[src/rtl/cmdseq_pkg.sv]
package cmdseq_pkg;
   // command register field positions (decoded by the sequencer)
   localparam int unsigned CMD_IDX_W    = 6;
   localparam int unsigned CMD_RSP_BIT  = 6;
   localparam int unsigned CMD_LONG_BIT = 7;
   localparam int unsigned CMD_PEND_BIT = 9;
   localparam int unsigned CMD_EN_BIT   = 10;
   localparam int unsigned WORD_W       = 32;
   localparam int unsigned SHORT_BYTES  = 4;

   typedef enum logic [1:0] {
      SEQ_IDLE  = 2'd0,
      SEQ_ISSUE = 2'd1,
      SEQ_WAIT  = 2'd2
   } seq_state_e;

   typedef enum logic [1:0] {
      OUT_SENT  = 2'd0,
      OUT_SHORT = 2'd1,
      OUT_LONG  = 2'd2,
      OUT_TMO   = 2'd3
   } outcome_e;
endpackage

[src/rtl/cmdseq_cmd_reg.sv]
module cmdseq_cmd_reg
   import cmdseq_pkg::*;
(
   input  logic              clk,
   input  logic              rst_n,
   input  logic              wr,
   input  logic [WORD_W-1:0] wdata,
   input  logic              busy,
   input  logic              done,
   output logic [WORD_W-1:0] cmd_q,
   output logic              issue
);
   logic              start_ok;
   logic              accept;
   logic [WORD_W-1:0] cmd_nx;

   assign start_ok = wdata[CMD_EN_BIT] && !wdata[CMD_PEND_BIT];
   assign accept   = wr && !busy;
   assign issue    = accept && start_ok;

   always_comb begin
      cmd_nx = cmd_q;
      if (accept) begin
         cmd_nx             = wdata;
         cmd_nx[CMD_EN_BIT] = start_ok;
      end else if (done) begin
         cmd_nx[CMD_EN_BIT] = 1'b0;
      end
   end

   always_ff @(posedge clk or negedge rst_n) begin
      if (!rst_n) cmd_q <= '0;
      else        cmd_q <= cmd_nx;
   end


   pend_noissue_chk: assert property (@(posedge clk) disable iff (!rst_n)
      (wr && !busy && wdata[CMD_PEND_BIT]) |=> !cmd_q[CMD_EN_BIT]);
endmodule

[src/rtl/cmdseq_rsp_capture.sv]
module cmdseq_rsp_capture
   import cmdseq_pkg::*;
#(
   parameter int unsigned TOT_BYTES = 16,
   localparam int unsigned TOT_BITS = TOT_BYTES * 8,
   localparam int unsigned IDX_W    = $clog2(TOT_BYTES + 1)
) (
   input  logic                clk,
   input  logic                rst_n,
   input  logic                start,
   input  logic                take,
   input  logic [7:0]          byte_in,
   output logic [TOT_BITS-1:0] buf_nx
);
   logic [TOT_BITS-1:0] buf_q;
   logic [IDX_W-1:0]    idx_q;
   logic [IDX_W-1:0]    idx_nx;

   always_comb begin
      buf_nx = buf_q;
      idx_nx = idx_q;
      if (start) begin
         buf_nx = '0;
         idx_nx = '0;
      end else if (take && (idx_q < IDX_W'(TOT_BYTES))) begin
         for (int k = 0; k < int'(TOT_BYTES); k++) begin
            if (idx_q == IDX_W'(k)) buf_nx[TOT_BITS-1-8*k -: 8] = byte_in;
         end
         idx_nx = idx_q + 1'b1;
      end
   end

   always_ff @(posedge clk or negedge rst_n) begin
      if (!rst_n) begin
         buf_q <= '0;
         idx_q <= '0;
      end else begin
         buf_q <= buf_nx;
         idx_q <= idx_nx;
      end
   end


   cap_bound_chk: assert property (@(posedge clk) disable iff (!rst_n)
      idx_q <= IDX_W'(TOT_BYTES));
endmodule

[src/rtl/cmdseq_rsp_judge.sv]
module cmdseq_rsp_judge
   import cmdseq_pkg::*;
#(
   parameter int unsigned LONG_BYTES = 16,
   parameter int unsigned CNT_W      = 5
) (
   input  logic             expect_rsp,
   input  logic             long_rsp,
   input  logic [CNT_W-1:0] count,
   output outcome_e         outcome
);
   always_comb begin
      if (!expect_rsp)                                        outcome = OUT_SENT;
      else if ((count == CNT_W'(SHORT_BYTES)) && !long_rsp)   outcome = OUT_SHORT;
      else if (count == CNT_W'(LONG_BYTES))                   outcome = OUT_LONG;
      else                                                    outcome = OUT_TMO;
   end
endmodule

[src/rtl/card_cmd_sequencer.sv]
module card_cmd_sequencer
   import cmdseq_pkg::*;
#(
   parameter int unsigned LONG_WORDS = 4,
   parameter int unsigned CNT_W      = 5,
   localparam int unsigned LONG_BYTES = LONG_WORDS * 4,
   localparam int unsigned RESP_BITS  = LONG_WORDS * WORD_W
) (
   input  logic                 clk,
   input  logic                 rst_n,
   input  logic                 cmd_wr,
   input  logic [31:0]          cmd_wdata,
   output logic [31:0]          cmd_rdata,
   input  logic                 arg_wr,
   input  logic [31:0]          arg_wdata,
   output logic                 req_valid,
   output logic [5:0]           req_index,
   output logic [31:0]          req_arg,
   input  logic                 rsp_byte_valid,
   input  logic [7:0]           rsp_byte,
   input  logic                 rsp_end,
   input  logic [CNT_W-1:0]     rsp_count,
   input  logic [2:0]           flag_clr,
   output logic                 flag_sent,
   output logic                 flag_resp,
   output logic                 flag_tmo,
   output logic                 busy,
   output logic [RESP_BITS-1:0] resp_words
);
   if (LONG_WORDS < 2) begin : g_bad_words
      $error("LONG_WORDS must be at least 2");
   end
   if ((2 ** CNT_W) <= LONG_BYTES) begin : g_bad_cnt
      $error("CNT_W too narrow for the long reply length");
   end

   seq_state_e          state_q;
   seq_state_e          state_nx;
   logic [WORD_W-1:0]   cmd_q;
   logic [WORD_W-1:0]   arg_q;
   logic                issue;
   logic                done;
   outcome_e            outcome;
   logic [RESP_BITS-1:0] cap_buf;
   logic                set_sent, set_resp, set_tmo;

   assign done = (state_q == SEQ_WAIT) && rsp_end;
   assign busy = (state_q != SEQ_IDLE);

   cmdseq_cmd_reg u_cmd (
      .clk   (clk),
      .rst_n (rst_n),
      .wr    (cmd_wr),
      .wdata (cmd_wdata),
      .busy  (busy),
      .done  (done),
      .cmd_q (cmd_q),
      .issue (issue)
   );

   cmdseq_rsp_capture #(.TOT_BYTES(LONG_BYTES)) u_cap (
      .clk     (clk),
      .rst_n   (rst_n),
      .start   (issue),
      .take    (rsp_byte_valid && (state_q == SEQ_WAIT)),
      .byte_in (rsp_byte),
      .buf_nx  (cap_buf)
   );

   cmdseq_rsp_judge #(.LONG_BYTES(LONG_BYTES), .CNT_W(CNT_W)) u_judge (
      .expect_rsp (cmd_q[CMD_RSP_BIT]),
      .long_rsp   (cmd_q[CMD_LONG_BIT]),
      .count      (rsp_count),
      .outcome    (outcome)
   );

   always_comb begin
      state_nx = state_q;
      unique case (state_q)
         SEQ_IDLE:  if (issue) state_nx = SEQ_ISSUE;
         SEQ_ISSUE: state_nx = SEQ_WAIT;
         SEQ_WAIT:  if (rsp_end) state_nx = SEQ_IDLE;
         default:   state_nx = SEQ_IDLE;
      endcase
   end

   always_ff @(posedge clk or negedge rst_n) begin
      if (!rst_n) begin
         state_q <= SEQ_IDLE;
         arg_q   <= '0;
      end else begin
         state_q <= state_nx;
         if (arg_wr) arg_q <= arg_wdata;
      end
   end

   assign req_valid = (state_q == SEQ_ISSUE);
   assign req_index = cmd_q[CMD_IDX_W-1:0];
   assign req_arg   = arg_q;
   assign cmd_rdata = cmd_q;

   assign set_sent = done && (outcome == OUT_SENT);
   assign set_resp = done && ((outcome == OUT_SHORT) || (outcome == OUT_LONG));
   assign set_tmo  = done && (outcome == OUT_TMO);

   always_ff @(posedge clk or negedge rst_n) begin
      if (!rst_n) begin
         flag_sent <= 1'b0;
         flag_resp <= 1'b0;
         flag_tmo  <= 1'b0;
      end else begin
         flag_sent <= (flag_sent && !flag_clr[0]) || set_sent;
         flag_resp <= (flag_resp && !flag_clr[1]) || set_resp;
         flag_tmo  <= (flag_tmo  && !flag_clr[2]) || set_tmo;
      end
   end

   for (genvar w = 0; w < int'(LONG_WORDS); w++) begin : g_word
      logic [WORD_W-1:0] cap_word;
      logic [WORD_W-1:0] long_val;
      logic [WORD_W-1:0] short_val;
      assign cap_word  = cap_buf[RESP_BITS-1-WORD_W*w -: WORD_W];
      if (w == int'(LONG_WORDS) - 1) begin : g_last
         assign long_val = {cap_word[WORD_W-1:1], 1'b0};
      end else begin : g_mid
         assign long_val = cap_word;
      end
      if (w == 0) begin : g_first
         assign short_val = cap_word;
      end else begin : g_rest
         assign short_val = '0;
      end
      always_ff @(posedge clk or negedge rst_n) begin
         if (!rst_n)                              resp_words[WORD_W*w +: WORD_W] <= '0;
         else if (done && outcome == OUT_SHORT)   resp_words[WORD_W*w +: WORD_W] <= short_val;
         else if (done && outcome == OUT_LONG)    resp_words[WORD_W*w +: WORD_W] <= long_val;
      end
   end


   issue_req_chk: assert property (@(posedge clk) disable iff (!rst_n)
      $rose(busy) |-> req_valid);

   req_pulse_chk: assert property (@(posedge clk) disable iff (!rst_n)
      req_valid |=> !req_valid);

   en_idle_chk: assert property (@(posedge clk) disable iff (!rst_n)
      !busy |-> !cmd_rdata[CMD_EN_BIT]);

   done_flag_chk: assert property (@(posedge clk) disable iff (!rst_n)
      $fell(busy) |-> (flag_sent || flag_resp || flag_tmo));

   end_bit_chk: assert property (@(posedge clk) disable iff (!rst_n)
      !resp_words[WORD_W*(LONG_WORDS-1)]);

   tmo_sticky_chk: assert property (@(posedge clk) disable iff (!rst_n)
      (flag_tmo && !flag_clr[2]) |=> flag_tmo);

   busy_wr_chk: assert property (@(posedge clk) disable iff (!rst_n)
      ((state_q == SEQ_ISSUE) && cmd_wr) |=> $stable(cmd_rdata));
endmodule

[config.mk]
export PLATFORM = sky130hd
export DESIGN_NAME = card_cmd_sequencer
export DESIGN_NICKNAME = d
export VERILOG_FILES = /design/src/rtl/cmdseq_pkg.sv /design/src/rtl/cmdseq_cmd_reg.sv /design/src/rtl/cmdseq_rsp_capture.sv /design/src/rtl/cmdseq_rsp_judge.sv /design/src/rtl/card_cmd_sequencer.sv
export SDC_FILE = /design/constraint.sdc
export NUM_CORES = 1
export LEC_CHECK = 0
export ABC_AREA = 1
export BUFFER_PORTS_ARGS = -buffer_cell sky130_fd_sc_hd__buf_2
export CAP_MARGIN = 20
export CORE_MARGIN = 2
export CORE_UTILIZATION = 49
export CTS_CLUSTER_DIAMETER = 100
export CTS_CLUSTER_SIZE = 12
export DETAILED_ROUTE_END_ITERATION = 6
export PLACE_DENSITY_LB_ADDON = 0.1
export RECOVER_POWER = 25
export SYNTH_ARGS = -nofsm -noshare
export SYNTH_HDL_FRONTEND = slang
export SYNTH_SLANG_ARGS = --single-unit
[constraint.sdc]
create_clock -name clk -period 1.7 [get_ports clk]
set_clock_uncertainty 0.1 [all_clocks]
set_input_delay 0.085 -clock clk [delete_from_list [all_inputs] [get_ports clk]]
set_output_delay 0.085 -clock clk [all_outputs]
set_load 0.1 [all_outputs]
* Word level (Yosys, flattened, before mapping)
Cells that the tools add are included.
Word-level totals: register bits 329, input bits 86, word-level logic and storage cells 108
Operators by class: add/subtract/negate cells 1, $lt $le $gt $ge 1, equality and inequality tests 24, multiplexer cells 36, reduce and logical (&&, ||, !) cells 33
Operators with widths (count):
- 2-to-1 mux 128 bit | 2
- 2-to-1 mux 32 bit | 8
- 2-to-1 mux 8 bit | 16
- == test 5 x 4 -> 1 bit (second input constant) | 8
- == test 5 x 3 -> 1 bit (second input constant) | 5
- logical AND 1 bit | 15
- == test 5 x 2 -> 1 bit (second input constant) | 2
- 2-to-1 mux 5 bit | 2
- 2-to-1 mux 2 bit | 4
- nonzero test 2 bit | 4
- == test 2 bit (second input constant) | 3
- zero test 1 bit | 6
- case mux 2 bit (3 select lines) | 1
- adder 5 x 1 -> 5 bit (second input constant) | 1
- == test 5 x 1 -> 1 bit (second input constant) | 1
- == test 5 bit (second input constant) | 1
- zero test 5 bit | 1
- less-than comparator 5 bit (second input constant) | 1
- == test 2 x 1 -> 1 bit (second input constant) | 2
- zero test 2 bit | 2
- logical OR 1 bit | 4
- != test 2 bit (second input constant) | 2
- 2-to-1 mux 1 bit | 3
- AND reduction 2 bit | 1

* Depth between registers and ports, before layout
depth in word-level cells 8, gate-level depth with buffers 11

* By module
A second synthesis with hierarchy kept.
Unflattened totals: cells, all modules 1742, area total of the unflattened synthesis 14497.7 µm²
By module, submodules not included:
- card_cmd_sequencer | times used 1, cells each 850, area each 7170.6 µm², seq. area each 4103.9 µm²
- cmdseq_rsp_capture | times used 1, cells each 737, area each 6028.3 µm², seq. area each 3328.2 µm²
- cmdseq_cmd_reg | times used 1, cells each 143, area each 1249.9 µm², seq. area each 800.8 µm²
- cmdseq_rsp_judge | times used 1, cells each 12, area each 48.8 µm², seq. area each 0.0 µm²

* Least setup slack after synthesis
No wires, ideal clock.
path kind register to register, start register state_q[1], end register state_q[1], setup time 78 ps, data arrival time 1948 ps, data required time 1522 ps, path slack -426 ps, cell stages (with the launch flop) 3, path buffers 0, cells stage by stage dfrtp_1 > nor2_1 > o21bai_1
RTL lines:
- from (decl) | RTL line card_cmd_sequencer.sv:37 | seq_state_e state_q;
- from (signal assigned) | RTL line card_cmd_sequencer.sv:92 | state_q <= state_nx;
- == test 2 x 1 -> 1 bit
- net req_valid | RTL line card_cmd_sequencer.sv:16 | output logic req_valid,
- case mux 2 bit (3 select lines) | RTL line card_cmd_sequencer.sv:79 | unique case (state_q)
The timed path passes the listed nets, and every way through them passes these cells. A chain may end at the register's enable or synchronous reset.

* Worst setup path in the final report
start register state_q[1], end output port req_valid
On the way: cells in the longest elaborated chain, start to end 1
Ends and longest elaborated chain:
- == test 2 x 1 -> 1 bit | RTL line card_cmd_sequencer.sv:97 | assign req_valid = (state_q == SEQ_ISSUE);
- to (decl) | RTL line card_cmd_sequencer.sv:16
Every way passes these cells.

==> metrics.md <==
| Metric | Value |
|---|---|
| CP Capture Type | `output port` |
| H-tree Lvls | `1` |
| Net Sw Power | `about 0.0079 W` |
| Global-route wire length before repair | `approximately 66 mm` |
| Max-Cap Viols | `0` |
| Relative slew slack | `between 50 and 60%` |
| Yosys Warn Count | `0` |
| EDFF count, synth | `0` |
| Register share of total power | `between 40% and 50%` |
| Placed Cells | `roughly 2.3k` |
| Pleak | `10.9 nW` |
| Row count | `just over 60` |
| Chip height | `approximately 170 µm` |
| Outcome | `complete, but fails checks` |
| CP arrival | `approximately 1700 ps` |
| Initial Utilization | `roughly half` |
| TritonRoute pass-1 iters | `5` |
| Slew @ Worst Pin | `approximately 700 ps` |
| Sw frac | `37.6%` |
| Post-Route WL | `approximately 43 mm` |
| Die ar. | `between 20000 and 30000 µm²` |
| GPL Wtd Cong | `just under 0.9` |
| Clk pin slew, worst setup/hold paths | `60 ps` |
| # port buffers | `approximately 290` |
| Later-pin clock latency in the skew report | `approximately 560 ps` |
| Most common cell in the netlist | `nand2_1` |
| Initial antenna violation count | `0` |
| Number of distinct library cells after synthesis | `23` |
| Non-Filler Instances | `2435` |
| P&R area growth vs syn | `40.4%` |
| Post-route antenna net violation count | `0` |
| Slowest CP cell | `dfrtp_1` |
| Met1 WL | `about 18 mm` |
| Fin worst setup slack | `-171 ps` |
| Largest net degree at the start of global routing | `slightly above 90` |
| Syn Area/Cell | `8.57 µm²` |
| VDD IR max | `~1.2 mV` |
| Vias per cell | `about 5.2` |
| Critical path required time | `roughly 1500 ps` |
| HPWL Detailed | `approximately 24 mm` |
| Setup_tns | `-11850 ps` |
| Synth Instances | `1611` |
| Wire per inst | `between 15 and 20 µm` |
| Top sig layer | `met4` |
| Buf/Inv on CP | `2` |
| Vias | `12.7k` |
| Fmax | `around 0.53 GHz` |
| Final Cycle Share | `110%` |
| RSZ-0062 raised after global routing | `true` |
| GRT overflow | `0` |
| Logic pwr share | `~30%` |
| Clock buffer count from CTS | `31` |
| CP Max Fanout | `4` |
| Post-synth ARST share | `100%` |
| Critical path class | `reg -> out` |
| Endpoints failing setup | `between 150 and 200` |
| TritonCTS clock tree | `done` |
| P_int | `~0.013 W` |
| PwrDens | `about 1100 nW/µm²` |
| Clock Power Share | `between 20% and 30%` |
| Synth cell count leaders | `nand2_1, dfrtp_1, nor2_1, nand3_1, clkbuf_1` |
| Ports | `289` |
| Min Clock Period, post-route | `about 1900 ps` |
| Iter 0 DRT Violations | `between 900 and 1k` |
| Sequential-to-total area share from yosys stat | `between 50 and 60%` |
| Number of synthesized register bits | `between 300 and 400` |
| Tot GR Track Use | `around 28%` |
| Antenna cells | `0` |
| Slowest stage delay, CP | `~440 ps` |
| CP cell instances | `buf_6, nor2_1, buf_12` |
| Footprint of the multi-input gates | `between 5000 and 6000 µm²` |
| Synthesized net count | `around 1.7k` |
| Met2 routed WL | `about 20 mm` |
| Met3 wire length | `between 3 and 4 mm` |
| Hold WS | `just under 100 ps` |
| DIE WIDTH | `around 170 µm` |
| Root Driver | `clkbuf_16` |
| Cell family with most CP delay | `flip-flops` |
| Total core area | `approximately 28000 µm²` |
| Final Hold Vio Count | `0` |
| Final #Nets | `around 2.2k` |
| Sink Count | `328` |
| Cell accounting for the most synthesized area | `dfrtp_1` |
| Post-synth top area share | `just under 60%` |
| Failing checks | `negative setup slack` |
| Top area cells in the synthesized netlist | `dfrtp_1, nand2_1, nand3_1` |
| Post-synth top flop | `dfrtp_1` |
| Startpoint Class | `flop` |
| Number of global-route vias before repair | `about 12k` |
| Filler cell count | `approximately 2.2k` |
| Final Max Slew Viols | `0` |
| Share of layout cells above drive strength 1 | `between 30% and 40%` |
| Post-Synthesis Cell Area | `~14000 µm²` |
| Register area | `~8000 µm²` |
| Worst Hold Class | `in -> reg` |
| Clk buf depth | `3` |
| DR DRC count | `0` |
## stage by stage
stage / instance area (µm²) / utilization [%] / worst slack [ps] / power (W)
2_1_floorplan: 13800 / - / -51.8 / 0.0128
3_3_place_gp: 16300 / 58.8 / -178 / 0.0142
3_5_place_dp: 16300 / 58.8 / -192 / 0.0142
4_1_cts: 18400 / 66.3 / -77.7 / 0.0205
5_1_grt: 19400 / 69.8 / -230 / 0.0218
6_report: 19400 / 69.8 / -171 / 0.0210
## cells in the final DEF (no fill, tap or decap), types with 2 or more instances in the layout
master           n
a21oi_1          3
buf_12          21
buf_16           7
buf_2          283
buf_4           89
buf_6           22
clkbuf_1         2
clkbuf_16       36
clkbuf_4         3
dfrtp_1        325
dfrtp_2          3
dlygate4sd3_1   78
ha_4             6
inv_1           37
inv_2           10
mux2_2          32
nand2_1        474
nand2_2         33
nand2_4         13
nand2_8          2
nand3_1        248
nand3_2          2
nand3_4          2
nand4_1          3
nor2_1         162
nor2_2          80
nor2_4          50
nor3_1           3
o21ai_0          4
o21ai_1         14
o21ai_2          2
## power groups by stage
stage                     Clock, W  Combinational [W]  Sequential, W
after floorplan                  0            0.00143         0.0114
after global placement           0            0.00534        0.00884
after detailed placement         0            0.00538        0.00884
after CTS                  0.00611            0.00571        0.00872
after global routing       0.00640            0.00652        0.00884
final                      0.00600            0.00620        0.00879
## what timing repair did
item                                    4_1_cts  5_1_grt
hold buffers                                 78        0
endpoints found under the hold margin       415        0
pin swaps                                    86      131
buffers inserted                             18       23
endpoints found under the setup margin      167      224
gates resized for setup                     100      215
gates cloned                                  4        5
## final timing paths
| path | startpoint | to | slack, ps | cells past startpoint |
|---|---|---|---|---|
| worst max-delay path | state_q[1]$_DFFE_PN0P_ | req_valid | -170 | 3 |
| worst min-delay path | rsp_byte[0] | u_cap.buf_q[48]$_DFF_PN0_ | 100 | 6 |
| worst max register to register | u_cap.idx_q[1]$_DFFE_PN0P_ | resp_words[95]$_DFFE_PN0P_ | -150 | 12 |
| worst min register to register | u_cmd.cmd_q[27]$_DFFE_PN0P_ | u_cmd.cmd_q[27]$_DFFE_PN0P_ | 370 | 2 |
| max in group asynchronous | rst_n | u_cap.idx_q[2]$_DFFE_PN0P_ | 200 | 4 |
| min in group asynchronous | rst_n | resp_words[126]$_DFFE_PN0P_ | 470 | 3 |
## tightest hold or removal path, cell delays in order
cell     delay (ps)
buf_2            90
inv_1            40
buf_4           220
nand3_1         110
nand2_1          50
nor2_2          110
## logic make-up after synthesis
| kind of cell | count (synthesis) | synth area share, % |
|---|---|---|
| AO/OA/AOI/OAI | 25 | 0.951 |
| buffers and inverters | 145 | 4.53 |
| other | 1 | 0.0272 |
| multiplexers | 32 | 2.61 |
| AND/OR/NAND/NOR | 1073 | 31.8 |
| adder cells (fa/ha/maj) | 7 | 0.634 |
| flip-flops | 328 | 59.4 |
## area by class of cell
type / instances / share of cell area, %
inverter: 48 / 0.942
clock inverter: 1 / 0.0452
timing repair buffer: 511 / 20.1
multi-input combinational: 1138 / 30.2
tap: 378 / 2.44
sequential: 328 / 42.3
clock buffer: 31 / 4.00
## state kept, by name, indices dropped and copies added, names as in the netlist
register     count
u_cmd.cmd_q     32
u_cap.buf_q    127
req_arg         32
u_cap.idx_q      5
state_q          2
flag_tmo         1
resp_words     127
flag_resp        1
flag_sent        1
## metal layers
metal  global-route usage (%)  vias up
met1                     37.6     6176
li1                         -     5960
met4                     8.29        0
met5                        0        -
met3                     5.10       93
met2                     46.9      464
No activity file was read; power rests on OpenSTA's default activity.
